$ cat config.mk
export PLATFORM = sky130hd
export DESIGN_NAME = sem_bank
export DESIGN_NICKNAME = d
export VERILOG_FILES = /design/src/rtl/sem_pkg.sv /design/src/rtl/sem_port_dec.sv /design/src/rtl/sem_tok_cell.sv /design/src/rtl/sem_bank.sv
export SDC_FILE = /design/constraint.sdc
export NUM_CORES = 1
export LEC_CHECK = 0
export BUFFER_PORTS_ARGS = -buffer_cell sky130_fd_sc_hd__buf_2
export CAP_MARGIN = 20
export CORE_MARGIN = 3
export CORE_UTILIZATION = 49
export CTS_CLUSTER_DIAMETER = 200
export CTS_CLUSTER_SIZE = 30
export DETAILED_ROUTE_END_ITERATION = 7
export HOLD_SLACK_MARGIN = 0.03
export MAX_ROUTING_LAYER = met4
export PLACE_DENSITY_LB_ADDON = 0.1
export SYNTH_ARGS = -nofsm -noshare
export SYNTH_HDL_FRONTEND = slang
export SYNTH_SLANG_ARGS = --single-unit
$ cat constraint.sdc
create_clock -name clk -period 4.3 [get_ports clk]
set_input_delay 1.29 -clock clk [delete_from_list [all_inputs] [get_ports clk]]
set_output_delay 1.29 -clock clk [all_outputs]
set_load 0.005 [all_outputs]
$ cat src/rtl/sem_pkg.sv
package sem_pkg;
    typedef enum logic [1:0] {
        TOK_FREE  = 2'd0,
        TOK_LEFT  = 2'd1,
        TOK_RIGHT = 2'd2
    } tok_owner_e;

    typedef struct packed {
        tok_owner_e owner;
        logic       pend_l;
        logic       pend_r;
    } tok_state_t;

    typedef struct packed {
        logic err_l;
        logic err_r;
    } err_state_t;
endpackage

$ cat src/rtl/sem_port_dec.sv
module sem_port_dec #(
    parameter int NUM_FLAGS = 8,
    parameter int DATA_W    = 8,
    localparam int IDX_W    = $clog2(NUM_FLAGS)
) (
    input  logic                 cs_n,
    input  logic                 sem_n,
    input  logic                 we_n,
    input  logic                 oe_n,
    input  logic [IDX_W-1:0]     addr,
    input  logic                 wbit,
    input  logic [NUM_FLAGS-1:0] held,
    output logic [NUM_FLAGS-1:0] req_oh,
    output logic [NUM_FLAGS-1:0] rel_oh,
    output logic                 illegal,
    output logic                 rd_en,
    output logic [DATA_W-1:0]    rdata
);
    logic legal;
    logic wr;

    always_comb begin
        legal   = !sem_n && cs_n;
        illegal = !sem_n && !cs_n;
        wr      = legal && !we_n;
        rd_en   = legal && we_n && !oe_n;
        rdata   = rd_en ? {DATA_W{!held[addr]}} : '0;
    end

    for (genvar i = 0; i < NUM_FLAGS; i++) begin : g_sel
        assign req_oh[i] = wr && !wbit && (addr == IDX_W'(i));
        assign rel_oh[i] = wr &&  wbit && (addr == IDX_W'(i));
    end
endmodule

$ cat src/rtl/sem_tok_cell.sv
module sem_tok_cell
    import sem_pkg::*;
(
    input  logic clk,
    input  logic rst_n,
    input  logic req_l,
    input  logic rel_l,
    input  logic req_r,
    input  logic rel_r,
    output logic own_l,
    output logic own_r
);
    tok_state_t st_d, st_q;

    always_comb begin
        st_d = st_q;
        if (rel_l) begin
            if (st_d.owner == TOK_LEFT) st_d.owner = TOK_FREE;
            st_d.pend_l = 1'b0;
        end
        if (rel_r) begin
            if (st_d.owner == TOK_RIGHT) st_d.owner = TOK_FREE;
            st_d.pend_r = 1'b0;
        end
        if (req_l && st_d.owner != TOK_LEFT)  st_d.pend_l = 1'b1;
        if (req_r && st_d.owner != TOK_RIGHT) st_d.pend_r = 1'b1;
        if (st_d.owner == TOK_FREE) begin
            if (st_d.pend_l) begin
                st_d.owner  = TOK_LEFT;
                st_d.pend_l = 1'b0;
            end else if (st_d.pend_r) begin
                st_d.owner  = TOK_RIGHT;
                st_d.pend_r = 1'b0;
            end
        end
    end

    always_ff @(posedge clk or negedge rst_n) begin
        if (!rst_n) st_q <= '{owner: TOK_FREE, pend_l: 1'b0, pend_r: 1'b0};
        else        st_q <= st_d;
    end

    assign own_l = (st_q.owner == TOK_LEFT);
    assign own_r = (st_q.owner == TOK_RIGHT);
endmodule

$ cat src/rtl/sem_bank.sv
module sem_bank
    import sem_pkg::*;
#(
    parameter int NUM_FLAGS = 8,
    parameter int DATA_W    = 8,
    localparam int IDX_W    = $clog2(NUM_FLAGS)
) (
    input  logic              clk,
    input  logic              rst_n,
    input  logic              l_cs_n,
    input  logic              l_sem_n,
    input  logic              l_we_n,
    input  logic              l_oe_n,
    input  logic [IDX_W-1:0]  l_addr,
    input  logic [DATA_W-1:0] l_wdata,
    output logic [DATA_W-1:0] l_rdata,
    output logic              l_rd_en,
    output logic              l_err,
    input  logic              r_cs_n,
    input  logic              r_sem_n,
    input  logic              r_we_n,
    input  logic              r_oe_n,
    input  logic [IDX_W-1:0]  r_addr,
    input  logic [DATA_W-1:0] r_wdata,
    output logic [DATA_W-1:0] r_rdata,
    output logic              r_rd_en,
    output logic              r_err
);
    logic [NUM_FLAGS-1:0] own_l_vec, own_r_vec;
    logic [NUM_FLAGS-1:0] req_l_oh, rel_l_oh, req_r_oh, rel_r_oh;
    logic                 ill_l, ill_r;
    err_state_t           err_d, err_q;

    sem_port_dec #(.NUM_FLAGS(NUM_FLAGS), .DATA_W(DATA_W)) u_dec_l (
        .cs_n(l_cs_n), .sem_n(l_sem_n), .we_n(l_we_n), .oe_n(l_oe_n),
        .addr(l_addr), .wbit(l_wdata[0]), .held(own_l_vec),
        .req_oh(req_l_oh), .rel_oh(rel_l_oh), .illegal(ill_l),
        .rd_en(l_rd_en), .rdata(l_rdata)
    );

    sem_port_dec #(.NUM_FLAGS(NUM_FLAGS), .DATA_W(DATA_W)) u_dec_r (
        .cs_n(r_cs_n), .sem_n(r_sem_n), .we_n(r_we_n), .oe_n(r_oe_n),
        .addr(r_addr), .wbit(r_wdata[0]), .held(own_r_vec),
        .req_oh(req_r_oh), .rel_oh(rel_r_oh), .illegal(ill_r),
        .rd_en(r_rd_en), .rdata(r_rdata)
    );

    for (genvar i = 0; i < NUM_FLAGS; i++) begin : g_tok
        sem_tok_cell u_cell (
            .clk(clk), .rst_n(rst_n),
            .req_l(req_l_oh[i]), .rel_l(rel_l_oh[i]),
            .req_r(req_r_oh[i]), .rel_r(rel_r_oh[i]),
            .own_l(own_l_vec[i]), .own_r(own_r_vec[i])
        );
    end

    always_comb begin
        err_d.err_l = ill_l;
        err_d.err_r = ill_r;
    end

    always_ff @(posedge clk or negedge rst_n) begin
        if (!rst_n) err_q <= '0;
        else        err_q <= err_d;
    end

    assign l_err = err_q.err_l;
    assign r_err = err_q.err_r;
endmodule

**After elaboration in Yosys (flattened, before gate mapping)**

Index checks and enable logic that the tools add are counted.

- Latch bits: 0
- Bits in read-only memories: 0
- Output and inout port bits: 20
- Word-level logic and storage cells: 260
- Memories kept: 0
- RAM bits: 0
- Bits in registers: 34
- Bits of input ports: 32

- Bitwise gates (word level): 0
- Multipliers: 0
- Mux-type cells: 94
- $add $sub $neg: 0
- Div/mod/pow operators: 0
- Reduce and logical (&&, ||, !) cells: 84
- Magnitude comparators: 2
- Equality and inequality tests: 54
- Shift-type cells: 0

Operators by type and width:

| kind | count |
|---|---|
| $mux 2 | 40 |
| $logic_and 1x1->1 | 62 |
| $mux 1 | 34 |
| $eq 2x2->1 const B | 16 |
| $mux 4 | 8 |
| $eq 3x3->1 const B | 8 |
| $mux 3 | 8 |
| $eq 2x1->1 const B | 8 |
| $logic_not 2->1 | 8 |
| $mux 8 | 2 |
| $ne 2x1->1 const B | 8 |
| $ne 2x2->1 const B | 8 |
| $eq 3x2->1 const B | 4 |
| $logic_not 1->1 | 12 |
| $lt 3x4->1 const B | 2 |
| $bmux 1 s3 | 2 |
| $eq 3x1->1 const B | 2 |
| $logic_not 3->1 | 2 |

**Longest topological paths before layout**

Gate-level depths: netlist (run 1).

- Word-level depth: 15
- Mapped depth: 6
- Mapped depth without buffers: 4

**Cells and area by module**

Synthesis (run 1) repeated with hierarchy kept, for this count alone.

- Cells, all modules: 278
- Area, all modules: 2344.7 µm²

By module, submodules not included:

| module | area an instance (µm²) | times used | cells each | seq. area each (µm²) |
|---|---|---|---|---|
| sem_tok_cell | 219.0 | 8 | 24 | 100.1 |
| sem_port_dec | 271.5 | 2 | 42 | 0.0 |
| sem_bank | 50.0 | 1 | 2 | 50.0 |

**Least setup slack after synthesis (run 1)**

Ideal clock, no wire load.

- Path type: in2out
- From: in r_addr[1]
- To: out r_rdata[1]
- Buffers on the path: 2
- Cell stages on the path: 6
- Data arrival time: 3324 ps
- Slack: -314 ps
- Required time: 3010 ps
- Cells stage by stage: buf_2 nor3b_1 a311oi_1 a21oi_1 a2111oi_0 buf_4

- Cells in the longest elaborated chain, start to end: 4

RTL lines:

| item | line | RTL |
|---|---|---|
| start: declaration | sem_bank.sv:23 | `input logic [IDX_W-1:0] r_addr,` |
| $bmux 1 s3 | sem_port_dec.sv:27 | `rdata = rd_en ? {DATA_W{!held[addr]}} : '0;` |
| $mux 1 (not written as such) | sem_port_dec.sv:27 |  |
| $logic_not 1->1 | sem_port_dec.sv:27 |  |
| $mux 8 | sem_port_dec.sv:27 |  |
| end: declaration | sem_bank.sv:25 | `output logic [DATA_W-1:0] r_rdata,` |

No other way between the ends. The select of a mux whose other input is x is not followed.

**Worst setup path in the final report (run 1)**

- From: in r_addr[0]
- To: out r_rdata[0]

The elaborated chain is that of the path after synthesis.

==> results of run 1 <==
==> layer usage <==
metal  part of all wire  routed length (um)  GRT usage
met3              0.074                 398     0.0534
met2               0.43                2300      0.325
met1               0.48                2590      0.309
met5                  0                   0          -
met4              0.015                  78     0.0785
==> registers in the layout, indices dropped and copies added, names as in the netlist <==
register,flops
l_err,1
g_tok.u_cell.st_q,32
r_err,1
==> cells by family after synthesis <==
family,synth area share
buffers and inverters,0.0872
and+or+nand+nor,0.247
muxes,0.0380
DFF,0.380
AOI/OAI and AO/OA,0.248
==> placed cells by master (no fill, tap or decap), drive strengths merged, types with 2 or more instances in the layout <==
| cell | synthesis | final |
|---|---|---|
| nand4b | 2 | 2 |
| o21a | 9 | 9 |
| and2 | 2 | 2 |
| mux2i | 4 | 4 |
| dfrtp | 34 | 34 |
| nand4bb | 2 | 2 |
| clkbuf | 1 | 7 |
| nor2 | 16 | 16 |
| a31oi | 13 | 13 |
| nand3 | 12 | 12 |
| a21oi | 6 | 6 |
| and4 | 7 | 7 |
| nor3b | 2 | 2 |
| buf | 21 | 40 |
| o41ai | 8 | 8 |
| and4bb | 2 | 2 |
| a22oi | 4 | 4 |
| or2 | 3 | 3 |
| mux4 | 2 | 2 |
| o31ai | 4 | 4 |
| inv | 13 | 13 |
| nand2 | 14 | 14 |
| a22o | 3 | 3 |
| nand2b | 13 | 13 |
| a32oi | 2 | 2 |
| nor4b | 2 | 2 |
| nor2b | 7 | 7 |
| o211ai | 3 | 3 |
| or3 | 3 | 3 |
| o21ai | 15 | 15 |
| a21boi | 5 | 5 |
==> through the flow <==
stage	instance area [sq um]	total power [mW]	utilization	std cells
2_1_floorplan	2250	0.733	-	246
3_3_place_gp	2370	0.828	0.564	314
3_5_place_dp	2370	0.829	0.564	314
4_1_cts	2450	1.05	0.582	321
5_1_grt	2450	1.13	0.582	321
6_report	2450	1.05	0.582	321
==> cell type report <==
cell class,instances,area share
Timing Repair Buffer,40,0.0849
Sequential cell,34,0.348
Tap cell,50,0.0256
Clock buffer,7,0.0312
Multi-Input combinational cell,177,0.491
Inverter,13,0.0199
==> power breakdown <==
| part | internal, mW | switching [mW] |
|---|---|---|
| Sequential | 0.399 | 0.108 |
| Clock | 0.111 | 0.111 |
| Combinational | 0.157 | 0.164 |
==> synthesized netlist by cell type (4+ instances only) <==
cell type and instances:
a21boi_0 5, a21oi_1 6, a22oi_1 4, a31oi_1 13
and4_1 7, buf_2 6, buf_4 15, dfrtp_1 34
inv_1 13, mux2i_1 4, nand2_1 14, nand2b_1 13
nand3_1 12, nor2_1 16, nor2b_1 7, o21a_1 9
o21ai_0 15, o31ai_1 4, o41ai_1 8
==> worst reg2reg max path: cells and delay by family, from the launching register on <==
family           cells  cell delay (ns)
AND/OR/NAND/NOR      3             0.72
AO/OA/AOI/OAI        1             0.26
flip-flops           1             0.44
==> worst min path at each step <==
| stage | start | endpoint | slack (ns) | cells past startpoint |
|---|---|---|---|---|
| floorplan | g_tok[4].u_cell.st_q[0] | g_tok[4].u_cell.st_q[0] | 0.50 | 2 |
| global placement | g_tok[4].u_cell.st_q[0] | g_tok[4].u_cell.st_q[0] | 0.55 | 2 |
| detailed placement | g_tok[4].u_cell.st_q[0] | g_tok[4].u_cell.st_q[0] | 0.55 | 2 |
| CTS | g_tok[4].u_cell.st_q[0] | g_tok[4].u_cell.st_q[0] | 0.56 | 2 |
| global route | g_tok[4].u_cell.st_q[0] | g_tok[4].u_cell.st_q[0] | 0.60 | 2 |
| finish | g_tok[4].u_cell.st_q[0] | g_tok[4].u_cell.st_q[0] | 0.56 | 2 |
==> results.ini, run 1 <==
[global_routing]
grt_pass1_vias = 1821
grt_max_degree = 35
grt_pass1_wl_mm = 9.03
grt_use_total = 0.225
antenna_found_initial = 0
grt-ovfl-total = 0

[drt]
antenna_left = 0
drt_first_pass_iters = 4
drt_iter0_drc = 130
drc_errors = 0
via_count = 1959
post_drt_via_cell_ratio = 6.10
wire_per_inst_um = 16.7
wirelength_mm = 5.36

[yosys]
synth.area.top_cells = dfrtp_1, buf_4, a31oi_1, nand2b_1, o21ai_0
syn_area_per_cell_sq_um = 9.10
yosys_warnings = 0
synth_nets = 278
synth-edff-count = 0
syn_inst = 246
synth_cell_type_count = 46
synth_seq_cells = 34
syn_area_sq_um = 2240
synth.top_cell.area_share = 0.380
ys_seq_area_frac = 0.380
ys_async_sr_fraction = 1.00
synth_flop_cell = dfrtp_1
synth_top_cell_by_area = dfrtp_1

[layout]
nFillCells = 387
area_growth_pct = 9.22
multi_input_area_sq_um = 1200
final-seq-area_sq_um = 851
antenna_cells = 0
drive_above_1_share = 0.207
nets = 303

[clock_tree]
ctsHoldBuffers = 0
clk_path_buf_depth = 2
post_cts_buffers = 0
cts_tree = yes
cts_made_buffers = 5
htree_levels = 2
cts_sinks = 34
cts_resized = 0
cts_root_buf = clkbuf_8
clkTransAtPathRegs_ns = 0.06
clk_latency_ns = 0.30

[worst_setup_path]
max_stage_delay_ns = 0.34
reg2regPathDepth = 4
crit_slowest_cell = a2111oi_2
cp.depth = 7
worstReg2RegEnd = g_tok[3].u_cell.st_q[3]
cp_max_fo = 13
worstPathArrival_ns = 2.64
critPathMostFrequentCell = buf_2
rrSetupSlack_ns = 2.79
end_kind = primary output
path_cells = buf_2, nor2_1, a221oi_1, a211oi_1, a2111oi_2, buf_4, buf_2
crit_type = in2out
r2r_start = g_tok[3].u_cell.st_q[3]
critPathBufInv = 3
endpoint = r_rdata[0]
critPathTopFamily = compound AO/OA/AOI/OAI gates
setup.worst_path.start = r_addr[0]
start_kind = input pin
required_ns = 3.01

[floorplanning]
die_area_sq_um = 5420
die_w_um = 73.6
row_count = 23
core_sq_um = 4200
start_util = 0.533
ios = 52
die_h_um = 73.6

[timing]
setup_viol = 0
finalCriticalPeriod_ns = 3.93
relSlewSlack = 0.469
fin_worst_skew_ns = 0.00593
fin_setup_tns_ns = 0
finalWorstSetupSlack_ns = 0.374
rsz0062_at_grt = false
drv_slew = 0
fin_crit_sh = 0.913
hold_viol = 0
max_slew.worst_pin.slew_ns = 0.785
fmax_mhz = 255
timing.hold.ws_ns = 0.561

[power_and_ir_drop]
p_leak_nw = 1.08
ir_drop_mv = 0.239
cellPowerDensity_nw_per_um2 = 430

[run]
drv_cap = 0

[outcome]
status = finished clean

[place]
hpwl_mm = 3.96
gp_congestion = 0.892
port_buffers = 37
dpl_worst_slack_ns = 0.401

[worst_hold_path]
hold_path_class = reg2reg

(Power assumes the default switching activity.)
==> run 2: changes to the inputs <==
--- a/config.mk
+++ b/config.mk
@@ -15,6 +15,7 @@
 export HOLD_SLACK_MARGIN = 0.03
 export MAX_ROUTING_LAYER = met4
 export PLACE_DENSITY_LB_ADDON = 0.1
+export SETUP_SLACK_MARGIN = 0.4
 export SYNTH_ARGS = -nofsm -noshare
 export SYNTH_HDL_FRONTEND = slang
 export SYNTH_SLANG_ARGS = --single-unit
==> run 2 against run 1 <==
  * Non-clock buffer count down 1
  * Sequential cell count unchanged
  * Cell count unchanged
  * Clock skew about the same
  * Sequential power up 0.8%
  * Combinational power up 3%
  * Register-to-register slack better by 0.02 ns
  * Global-route usage up 0.76 points
==> results.ini, run 2 (synthesis results as in run 1) <==
[outcome]
status = finished clean

[clock_tree]
clk_path_buf_depth = 2
cts_made_buffers = 5
cts_sinks = 34
ctsHoldBuffers = 0
cts_root_buf = clkbuf_8
htree_levels = 2
cts_tree = yes
clk_latency_ns = 0.29
clkTransAtPathRegs_ns = 0.07

[layout]
antenna_cells = 0
final_cell_mix = buf_2, dfrtp_1, nor2_1, o21ai_0, nand2_1
final_common_cell = buf_2
final_area_sq_um = 2480
nets = 302
drive_above_1_share = 0.221
top_register = g_tok.u_cell.st_q
multi_input_area_sq_um = 1230
final_util = 0.591
nFillCells = 372
final-seq-area_sq_um = 851
area_growth_pct = 10.9
largest_register_ffs = 32

[timing]
fmax_mhz = 260
drv_slew = 0
setup_viol = 0
fin_setup_tns_ns = 0
fin_crit_sh = 0.896
timing.hold.ws_ns = 0.565
finalCriticalPeriod_ns = 3.85
max_slew.worst_pin.slew_ns = 0.762
hold_viol = 0
fin_worst_skew_ns = 0.00616
rsz0062_at_grt = false
relSlewSlack = 0.492

[drt]
antenna_left = 0
drt_first_pass_iters = 4
post_drt_via_cell_ratio = 6.20
wirelength_mm = 5.56
drc_errors = 0
wire_per_inst_um = 17.3
via_count = 1990
drt_iter0_drc = 125

[power_and_ir_drop]
switchingPower_mw = 0.395
p_leak_nw = 1.09
p_clk_frac = 0.223
seq_power_share = 0.472
cellPowerDensity_nw_per_um2 = 435
power.total_mw = 1.08
internal_power_mw = 0.687
p_comb_frac = 0.305
sw_frac_of_total = 0.365
ir_drop_mv = 0.247

[worst_setup_path]
cp_max_fo = 13
crit_type = in2out
required_ns = 3.01
rrSetupSlack_ns = 2.81
r2r_start = g_tok[1].u_cell.st_q[3]
worstReg2RegEnd = g_tok[1].u_cell.st_q[3]
end_kind = primary output
start_kind = input pin
reg2regPathDepth = 4
worstPathArrival_ns = 2.56

[worst_hold_path]
hold_path_class = reg2reg
min_from = g_tok[4].u_cell.st_q[0]
hold-path-cell-count = 2
min_to = g_tok[4].u_cell.st_q[0]

[place]
hpwl_mm = 4.16
gp_congestion = 0.936
placed_area_sq_um = 2370
port_buffers = 37

[floorplanning]
die_h_um = 73.6
row_count = 23
start_util = 0.533
ios = 52
core_sq_um = 4200
die_w_um = 73.6
die_area_sq_um = 5420

[global_routing]
grt_max_degree = 35
grt_use_total = 0.233
antenna_found_initial = 0
grt-ovfl-total = 0
grt_pass1_vias = 1934
grt_pass1_wl_mm = 9.36

[run]
drv_cap = 0

run 2: stage by stage:
step,instances,worst slack [ns]
floorplan,246,0.476
global placement,312,0.344
detailed placement,312,0.346
CTS,321,0.417
global route,321,0.411
finish,321,0.448
run 2: layout make-up:
type / instances / area share
clock inverters: 1 / 0.00201
inverters: 13 / 0.0196
well taps: 50 / 0.0252
repair buffers: 39 / 0.0816
flip-flops and latches: 34 / 0.342
clock buffers: 7 / 0.0347
multi-input cells: 177 / 0.494
run 2: worst max-delay path, stage by stage:
cell and delay, ns:
clkbuf_4 0.21, nor3b_1 0.07, a311oi_1 0.27, a21oi_2 0.08, a2111oi_4 0.34, buf_4 0.19, buf_2 0.12
run 2: layer usage:
metal	track usage	vias to the layer above	part of all wire	wire length, um
met3	0.0465	7	0.061	339
met1	0.318	952	0.46	2550
met4	0.0765	0	0.013	71
met5	-	-	0	0
li1	-	969	-	-
met2	0.345	62	0.47	2600
run 2: timing repair:
| item | in CTS | in global routing |
|---|---|---|
| pin swaps | 1 | 2 |
| setup endpoints to repair | 8 | 8 |
| setup buffers | 1 | 0 |
| hold endpoints to repair | 0 | 0 |
| gates resized for setup | 0 | 4 |
run 2: worst max path at each step:
stage	startpoint	end	slack (ns)	cells past startpoint
global route	r_addr[1]	r_rdata[1]	0.41	7
finish	r_addr[1]	r_rdata[7]	0.45	7
CTS	r_addr[1]	r_rdata[7]	0.42	7
detailed placement	r_addr[1]	r_rdata[7]	0.35	6
floorplan	r_addr[1]	r_rdata[1]	0.48	6
global placement	r_addr[0]	r_rdata[5]	0.34	6
run 2: power by group through the flow:
| stage | sequential (mW) | combinational (mW) | clock [mW] |
|---|---|---|---|
| after floorplan | 0.481 | 0.254 | 0 |
| after global placement | 0.511 | 0.318 | 0 |
| after detailed placement | 0.512 | 0.323 | 0 |
| after CTS | 0.505 | 0.324 | 0.251 |
| after global routing | 0.529 | 0.376 | 0.264 |
| final | 0.511 | 0.330 | 0.241 |
